===== src/rtl/actor_pkg.sv =====
`timescale 1ns/1ps
package actor_pkg;
  localparam int unsigned OP_W = 4;

  typedef enum logic [OP_W-1:0] {
    OP_ADD     = 4'd0,
    OP_SUB     = 4'd1,
    OP_MUL     = 4'd2,
    OP_GT      = 4'd3,
    OP_LE      = 4'd4,
    OP_EQ      = 4'd5,
    OP_PASS_T  = 4'd6,
    OP_PASS_F  = 4'd7,
    OP_PASS_LE = 4'd8
  } actor_op_e;
endpackage


===== src/rtl/actor_fire_ctrl.sv =====
`timescale 1ns/1ps
// Firing rule: both operand links full, result link empty, unit out of reset.
module actor_fire_ctrl (
  input  logic run,
  input  logic a_full,
  input  logic b_full,
  input  logic out_full,
  output logic fire
);
  always_comb begin
    fire = run & a_full & b_full & ~out_full;
  end
endmodule


===== src/rtl/actor_alu.sv =====
`timescale 1ns/1ps
// Computes the result value and whether a token is emitted for it.
module actor_alu
  import actor_pkg::*;
#(
  parameter int unsigned W = 16
) (
  input  logic [OP_W-1:0] op,
  input  logic [W-1:0]    a,
  input  logic [W-1:0]    b,
  output logic [W-1:0]    res,
  output logic            emit
);
  localparam logic [W-1:0] ONE  = {{(W-1){1'b0}}, 1'b1};
  localparam logic [W-1:0] ZERO = '0;

  logic a_gt_b, a_eq_b, b_nz;

  always_comb begin
    a_gt_b = $signed(a) > $signed(b);
    a_eq_b = (a == b);
    b_nz   = |b;
  end

  always_comb begin
    res  = a;
    emit = 1'b1;
    case (op)
      OP_ADD:     res = a + b;
      OP_SUB:     res = a - b;
      OP_MUL:     res = a * b;
      OP_GT:      res = a_gt_b ? ONE : ZERO;
      OP_LE:      res = a_gt_b ? ZERO : ONE;
      OP_EQ:      res = a_eq_b ? ONE : ZERO;
      OP_PASS_T:  emit = b_nz;
      OP_PASS_F:  emit = ~b_nz;
      OP_PASS_LE: emit = ~a_gt_b;
      default:    emit = 1'b0;
    endcase
  end
endmodule


===== src/rtl/actor_out_reg.sv =====
`timescale 1ns/1ps
// Result link register: set on a producing firing, cleared by acknowledge.
module actor_out_reg #(
  parameter int unsigned W = 16
) (
  input  logic         clk,
  input  logic         rst_n,
  input  logic         load,
  input  logic [W-1:0] load_data,
  input  logic         ack,
  output logic         out_full,
  output logic [W-1:0] out_data
);
  logic full_d;
  logic data_en;

  always_comb begin
    data_en = load;
    full_d  = out_full;
    if (out_full && ack) full_d = 1'b0;
    if (load)            full_d = 1'b1;
  end

  always_ff @(posedge clk or negedge rst_n) begin
    if (!rst_n) out_full <= 1'b0;
    else        out_full <= full_d;
  end

  always_ff @(posedge clk or negedge rst_n) begin
    if (!rst_n)       out_data <= '0;
    else if (data_en) out_data <= load_data;
  end
endmodule


===== src/rtl/actor_unit.sv =====
`timescale 1ns/1ps
module actor_unit
  import actor_pkg::*;
#(
  parameter int unsigned W = 16
) (
  input  logic            clk,
  input  logic            rst_n,
  input  logic            cfg_we,
  input  logic [OP_W-1:0] cfg_op,
  input  logic [W-1:0]    a_data,
  input  logic            a_full,
  output logic            a_take,
  input  logic [W-1:0]    b_data,
  input  logic            b_full,
  output logic            b_take,
  output logic [W-1:0]    y_data,
  output logic            y_full,
  input  logic            y_ack
);
  localparam int unsigned SYNC_N = 2;

  logic [SYNC_N-1:0] rst_pipe;
  logic              run;
  logic [OP_W-1:0]   op_q, op_d;
  logic              fire, emit;
  logic [W-1:0]      res;

  // reset release synchroniser
  always_ff @(posedge clk or negedge rst_n) begin
    if (!rst_n) rst_pipe <= '0;
    else        rst_pipe <= {rst_pipe[SYNC_N-2:0], 1'b1};
  end
  assign run = rst_pipe[SYNC_N-1];

  always_comb begin
    op_d = op_q;
    if (cfg_we) op_d = cfg_op;
  end

  always_ff @(posedge clk or negedge rst_n) begin
    if (!rst_n) op_q <= OP_ADD;
    else        op_q <= op_d;
  end

  actor_fire_ctrl u_fire (
    .run      (run),
    .a_full   (a_full),
    .b_full   (b_full),
    .out_full (y_full),
    .fire     (fire)
  );

  actor_alu #(.W(W)) u_alu (
    .op   (op_q),
    .a    (a_data),
    .b    (b_data),
    .res  (res),
    .emit (emit)
  );

  actor_out_reg #(.W(W)) u_out (
    .clk       (clk),
    .rst_n     (rst_n),
    .load      (fire & emit),
    .load_data (res),
    .ack       (y_ack),
    .out_full  (y_full),
    .out_data  (y_data)
  );

  assign a_take = fire;
  assign b_take = fire;
endmodule


===== config.mk =====
export PLATFORM = sky130hd
export DESIGN_NAME = actor_unit
export DESIGN_NICKNAME = d
export VERILOG_FILES = /design/src/rtl/actor_pkg.sv /design/src/rtl/actor_fire_ctrl.sv /design/src/rtl/actor_alu.sv /design/src/rtl/actor_out_reg.sv /design/src/rtl/actor_unit.sv
export SDC_FILE = /design/constraint.sdc
export NUM_CORES = 1
export LEC_CHECK = 0
export ABC_CLOCK_PERIOD_IN_PS = 5700
export BUFFER_PORTS_ARGS = -buffer_cell sky130_fd_sc_hd__buf_2
export CAP_MARGIN = 5
export CORE_MARGIN = 5
export CORE_UTILIZATION = 57
export CTS_CLUSTER_SIZE = 10
export DETAILED_ROUTE_END_ITERATION = 8
export PLACE_DENSITY = 0.76
export SKIP_LAST_GASP = 1
export SYNTH_ARGS = -nofsm -noshare
export SYNTH_HDL_FRONTEND = slang
export SYNTH_SLANG_ARGS = --single-unit

===== constraint.sdc =====
create_clock -name clk -period 5.7 [get_ports clk]
set_clock_uncertainty 0.15 [all_clocks]
set_input_delay 0.855 -clock clk [delete_from_list [all_inputs] [get_ports clk]]
set_output_delay 0.855 -clock clk [all_outputs]
set_load 0.005 [all_outputs]

==> metrics.csv, run 1 <==
metric,value,unit
synth unique cells,63,
Avg Inst Size Synth,8.17,um2
ys flop type,dfrtp_1,
Vias,6368,
fmax,0.175,GHz
fraction of the mapped netlist area in compound gates,14.8,%
maximum capacitance violations,0,
Leakage,4.05,nW
Die Height,118,um
Final HPWL DP,17000,um
Post-synth EDFFs,0,
# hold bufs at CTS,0,
Chip Width,118,um
drt pass-1 iters,6,
peak supply drop,0.467,mV
CP required,5.68,ns
met3 WL,1630,um
mux contribution to synthesized area,0.814,%
Core ar.,11400,um2
Syn. warnings,0,
DP Area,7660,um2
Max clock buf depth,2,
share of layout cells above drive strength 1,26.2,%
Diodes inserted,0,
CP arrival,5.70,ns
Initial Utilization,57.9,%
"Hold Vio Cnt, Final",0,
"Design Area, Final",8270,um2
simple-gate area share of the yosys netlist,17.6,%
grt total ovfl,0,
largest fanout on the critical path,6,
Fillers,861,
Setup crit start,b_data[4],
Antenna Nets Post-Route,0,
min-delay worst type,flip-flop to flip-flop,
max-slew violation count,0,
Yosys reg bits,23,
CTS tree,done,
RSZ-0062 raised after global routing,true,
IO Port Bufs,60,
met2 WL,10400,um
synthesized area,6610,um2
row count,39,
clk root buf,clkbuf_16,
Area Overhead vs Synth,25.0,%
total track usage,29.4,%
highest metal used,met4,
M1 WL,8230,um
largest net degree at the start of global routing,29,
Worst Slack Setup Final,-0.0202,ns
most frequent cells in the layout,"142 x inv_1, 91 x buf_4, 78 x nand2_1",
final core utilization,72.4,%
Crit. End Element,flip-flop,
Critical Path Start Type,input port,
Final nets,1142,
DRT iter0 DRCs,724,
min-delay src,rst_pipe[0],
"Async S/R FF share, synth",100,%
register area share after synthesis,8.70,%
main combinational cell family by area after synthesis,adder cells,
H-tree levels,1,
vias per cell,5.90,
PwrDens,477,nW/um2
routed length per placed instance,19.6,um
setup violators final,2,
Synth Area in Adders,40.0,%
Synth Area in XOR/XNOR,6.89,%
DRC,0,
failing checks,negative setup slack,
vias in the first global route,6627,
Final period util,100,%
r2r startpoint,op_q[0],
routability cong.,0.998,
Die ar.,13900,um2
"commonest non-fill, non-tap cell in the layout",inv_1,
Top Ports,61,
slew margin rel.,42.1,%
Skew-Pair Late Insertion Delay,0.26,ns
"Net Count, Synth",1014,
Worst Max-Slew Pin Slew,0.857,ns
Sink Count,23,
drt total wl,21200,um
initial antenna violation count,0,
first-pass GRT wire length,33300,um
Cells after Synth,809,
Worst-path clk slew,0.06,ns
CP Class,input port to flip-flop,
clock period minus worst slack,5.72,ns
Num CTS Buffers,3,
status,"finished, violations left",
where the power goes:
group | internal [mW] | leakage, nW | switching (mW) | total, mW
combinational | 1.72 | 3.74 | 1.81 | 3.53
clock | 0.0945 | 0.0409 | 0.0606 | 0.155
sequential | 0.222 | 0.269 | 0.0379 | 0.260
total | 2.04 | 4.05 | 1.91 | 3.94
worst max-delay path: stages:
cell,delay [ns]
buf_12,0.11
buf_6,0.12
and2_4,0.13
fa_1,0.53
inv_1,0.05
fa_1,0.49
inv_2,0.04
fa_1,0.57
fa_1,0.45
fa_1,0.51
inv_1,0.05
fa_1,0.50
inv_2,0.05
ha_4,0.15
or3_1,0.39
o21ai_2,0.08
a21oi_2,0.07
xnor2_2,0.16
a221oi_2,0.26
o22ai_1,0.11
worst paths after layout:
path | endpoint | slack (ns) | cells past startpoint
max | u_out.out_data[15] | -0.02 | 20
min | rst_pipe[1] | 0.20 | 0
max reg2reg | u_out.out_data[10] | 3.30 | 7
min reg2reg | rst_pipe[1] | 0.20 | 0
max in group asynchronous | u_out.out_full | 4.62 | 1
min in group asynchronous | u_out.out_data[6] | 0.42 | 1
flip-flops by register name, summed over array words and instances, names as in the netlist:
| signal | flops |
|---|---|
| u_out.out_data | 16 |
| op_q | 4 |
| rst_pipe | 2 |
| u_out.out_full | 1 |
cell type report:
| class | instances | area (um2) | share of cell area [%] |
|---|---|---|---|
| clock buffer | 3 | 75.1 | 0.908 |
| sequential | 23 | 576 | 6.96 |
| timing repair buffer | 159 | 1210 | 14.6 |
| inverter | 151 | 567 | 6.86 |
| multi-input combinational | 599 | 5650 | 68.4 |
| clock inverter | 1 | 5.00 | 0.0606 |
| tap | 143 | 179 | 2.16 |
synth_stat cells, drive strengths merged, types with 2 or more instances:
cell / count / area [um2]
a31oi: 10 / 77.6
a222oi: 9 / 90.1
nor2: 44 / 165
dfrtp: 23 / 576
inv: 151 / 567
nor2b: 9 / 56.3
a22oi: 2 / 15.0
a2111oi: 2 / 36.3
nand2: 81 / 304
xor2: 9 / 78.8
or3: 8 / 50.1
mux2: 3 / 33.8
a21o: 5 / 37.5
fa: 81 / 1620
mux2i: 2 / 20.0
or2: 2 / 12.5
o21a: 4 / 30.0
buf: 12 / 73.8
nor4: 6 / 37.5
o31ai: 2 / 15.0
ha: 82 / 1030
o21ai: 29 / 149
a21oi: 40 / 204
nand2b: 7 / 43.8
a211oi: 5 / 37.5
xnor2: 43 / 377
o22ai: 2 / 12.5
a221oi: 4 / 35.0
a221o: 2 / 20.0
o32ai: 3 / 41.3
o31a: 5 / 43.8
o211ai: 6 / 45.0
and2: 52 / 325
nor3: 13 / 65.1
nand4: 3 / 18.8
nand3: 7 / 35.0
clkbuf: 24 / 90.1
kinds of logic after synthesis:
| logic type | Yosys count |
|---|---|
| adder cells (fa/ha/maj) | 163 |
| flip-flops | 23 |
| AND/OR/NAND/NOR | 238 |
| other | 1 |
| buffers and inverters | 187 |
| AO/OA/AOI/OAI | 140 |
| multiplexers | 5 |
| XOR/XNOR | 52 |
layer usage:
metal	up-vias	GRT usage, %
met1	3110	38.6
met5	-	0
met3	66	2.93
li1	2871	-
met4	0	10.3
met2	321	50.5
metrics by stage:
step	std cells	total power [mW]	setup slack, ns	setup TNS (ns)	hold slack [ns]
floorplan	809	2.06	-0.0187	-0.0187	0.181
global placement	1067	2.98	-0.397	-1.64	0.185
detailed placement	1067	3.07	-0.498	-2.28	0.193
CTS	1074	3.43	-0.0920	-0.324	0.206
global route	1079	4.26	-0.168	-0.451	0.218
finish	1079	3.94	-0.0202	-0.0286	0.204
what timing repair did:
action | 4_1_cts | 5_1_grt
resized for setup | 35 | 93
pin swaps | 25 | 47
cloned | 0 | 0
buffers inserted | 3 | 5
endpoints found under the hold margin | 0 | 0
setup endpoints to repair | 5 | 6
(Power assumes the default switching activity.)
==> run 2, diff against run 1 <==
--- a/config.mk
+++ b/config.mk
@@ -11,6 +11,6 @@
 export CORE_MARGIN = 5
-export CORE_UTILIZATION = 57
+export CORE_UTILIZATION = 50
 export CTS_CLUSTER_SIZE = 10
 export DETAILED_ROUTE_END_ITERATION = 8
-export PLACE_DENSITY = 0.76
+export PLACE_DENSITY = 0.68
 export SKIP_LAST_GASP = 1
--- a/constraint.sdc
+++ b/constraint.sdc
@@ -4,2 +4,2 @@
 set_output_delay 0.855 -clock clk [all_outputs]
-set_load 0.005 [all_outputs]
+set_load 0.02 [all_outputs]
==> metrics.csv, run 2 (same netlist as run 1, synthesis figures left out) <==
metric,value,unit
status,"finished, final reports clean",
max-slew violation count,0,
initial antenna violation count,0,
min-delay worst type,flip-flop to flip-flop,
WHS Endpoint,rst_pipe[1],
Max clock buf depth,2,
row count,42,
most frequent CP cell,fa_1,
Reg2Reg Setup Slack,3.27,ns
grt total ovfl,0,
PwrDens,445,nW/um2
r2r startpoint,op_q[0],
min-delay src,rst_pipe[0],
multi-input logic area,5540,um2
routed length per placed instance,17.6,um
reg2reg end,u_out.out_data[9],
Antenna Nets Post-Route,0,
vias per cell,5.49,
Top Ports,61,
logic gate share of total power,88.3,%
H-tree levels,1,
Num CTS Buffers,3,
register share of total power,7.3,%
CP arrival,5.65,ns
CP required,5.68,ns
Clk pwr share,4.4,%
TNS Setup,0,ns
biggest regs,"u_out.out_data (16), op_q (4), rst_pipe (2)",
CTS tree,done,
slew margin rel.,46.2,%
Die Height,125,um
Leakage,3.93,nW
maximum capacitance violations,0,
CP max stage delay,0.51,ns
Fillers,1163,
Reg with most FFs,u_out.out_data,
first-pass GRT wire length,31200,um
Int Pwr,1.80,mW
drt pass-1 iters,8,
Worst-path clk slew,0.06,ns
Critical Path Start Type,input port,
Vias,6029,
DRT iter0 DRCs,588,
DRC,0,
clk root buf,clkbuf_16,
largest net degree at the start of global routing,29,
"commonest non-fill, non-tap cell in the layout",inv_1,
Initial Utilization,50.5,%
final core utilization,61.4,%
slowest library cell on the worst path,fa_1,
Worst Hold Depth,0,
Final period util,99.6,%
CP cell instances,buf_12 -> buf_2 -> and2_1 -> fa_1 -> inv_1 -> fa_1 -> inv_1 -> fa_1 -> fa_2 -> fa_1 -> inv_1 -> fa_1 -> inv_1 -> ha_1 -> or3_1 -> o21ai_0 -> a21oi_2 -> xnor2_1 -> a221oi_2 -> o22ai_1,
total track usage,24.4,%
Core ar.,13100,um2
Sink Count,23,
Net Sw Frac,49.5,%
routability cong.,0.918,
Die ar.,15600,um2
RSZ-0062 raised after global routing,true,
Area Overhead vs Synth,21.4,%
Skew-Pair Late Insertion Delay,0.26,ns
max FFs per register,16,
Crit. End Element,flip-flop,
fmax,0.176,GHz
Final HPWL DP,16100,um
share of layout cells above drive strength 1,22.1,%
"Hold Vio Cnt, Final",0,
drt total wl,19400,um
Sw Pwr,1.77,mW
sequential cell area,576,um2
Final nets,1128,
CP Class,input port to flip-flop,
setup violators final,0,
worst reg-to-reg path cell count,7,
Diodes inserted,0,
clock period minus worst slack,5.67,ns
Chip Width,125,um
Worst Max-Slew Pin Slew,0.796,ns
peak supply drop,0.444,mV
IO Port Bufs,60,
vias in the first global route,5987,
# hold bufs at CTS,0,
largest fanout on the critical path,6,
most frequent cells in the layout,"145 x inv_1, 83 x buf_4, 81 x nand2_1",
## run 2: through the flow
stage	power (mW)	hold WS [ns]	area, um2	worst slack (ns)	instances
2_1_floorplan	2.13	0.181	6660	-0.0187	809
4_1_cts	3.27	0.200	7850	-0.0294	1096
6_report	3.57	0.197	8030	0.0253	1098
3_5_place_dp	3.07	0.186	7650	-0.408	1092
5_1_grt	3.92	0.217	8030	-0.170	1098
3_3_place_gp	3.03	0.182	7650	-0.329	1092
## run 2: worst max-delay path by stage
| stage | startpoint | end | slack [ns] | cells after the start |
|---|---|---|---|---|
| 5_1_grt | a_data[9] | u_out.out_data[15] | -0.17 | 19 |
| 2_1_floorplan | b_data[1] | u_out.out_data[13] | -0.02 | 20 |
| 3_3_place_gp | b_data[1] | u_out.out_data[13] | -0.33 | 21 |
| 3_5_place_dp | b_data[1] | u_out.out_data[13] | -0.41 | 21 |
| 4_1_cts | b_data[4] | u_out.out_data[15] | -0.03 | 20 |
| 6_report | a_data[7] | u_out.out_data[15] | 0.03 | 20 |
## run 2: area by class of cell
| class | count | share of cell area, % |
|---|---|---|
| Inverter | 151 | 7.09 |
| Timing Repair Buffer | 145 | 13.1 |
| Multi-Input combinational cell | 599 | 68.9 |
| Clock inverter | 1 | 0.0623 |
| Tap cell | 176 | 2.74 |
| Clock buffer | 3 | 0.935 |
| Sequential cell | 23 | 7.17 |
## run 2: what timing repair did
item	in CTS	in global routing
pin swaps	9	23
gates resized for setup	37	39
endpoints found under the setup margin	4	5
gates cloned	0	0
setup buffers	0	2
## run 2: routing by layer
metal	part of all wire [%]	track usage [%]	vias up	wire length, um
li1	-	-	2846	-
met1	44	33.6	2915	8480
met2	47	40.4	223	9160
met3	6.1	3.75	45	1190
met4	2.7	6.06	0	524
met5	0	0	-	0
## run 2: power groups by stage
stage               Sequential (mW)  Combinational, mW  Clock (mW)
floorplan                     0.324               1.80           0
global placement              0.259               2.77           0
detailed placement            0.264               2.81           0
CTS                           0.260               2.85       0.158
global route                  0.269               3.48       0.166
finish                        0.261               3.16       0.156
## run 2: worst max-delay path: cells and delay by family
family,cells,cell delay [ns]
adder cells (fa/ha/maj),7,3.05
XOR/XNOR,1,0.16
AND/OR/NAND/NOR,2,0.53
AO/OA/AOI/OAI,4,0.52
buffers and inverters,6,0.51
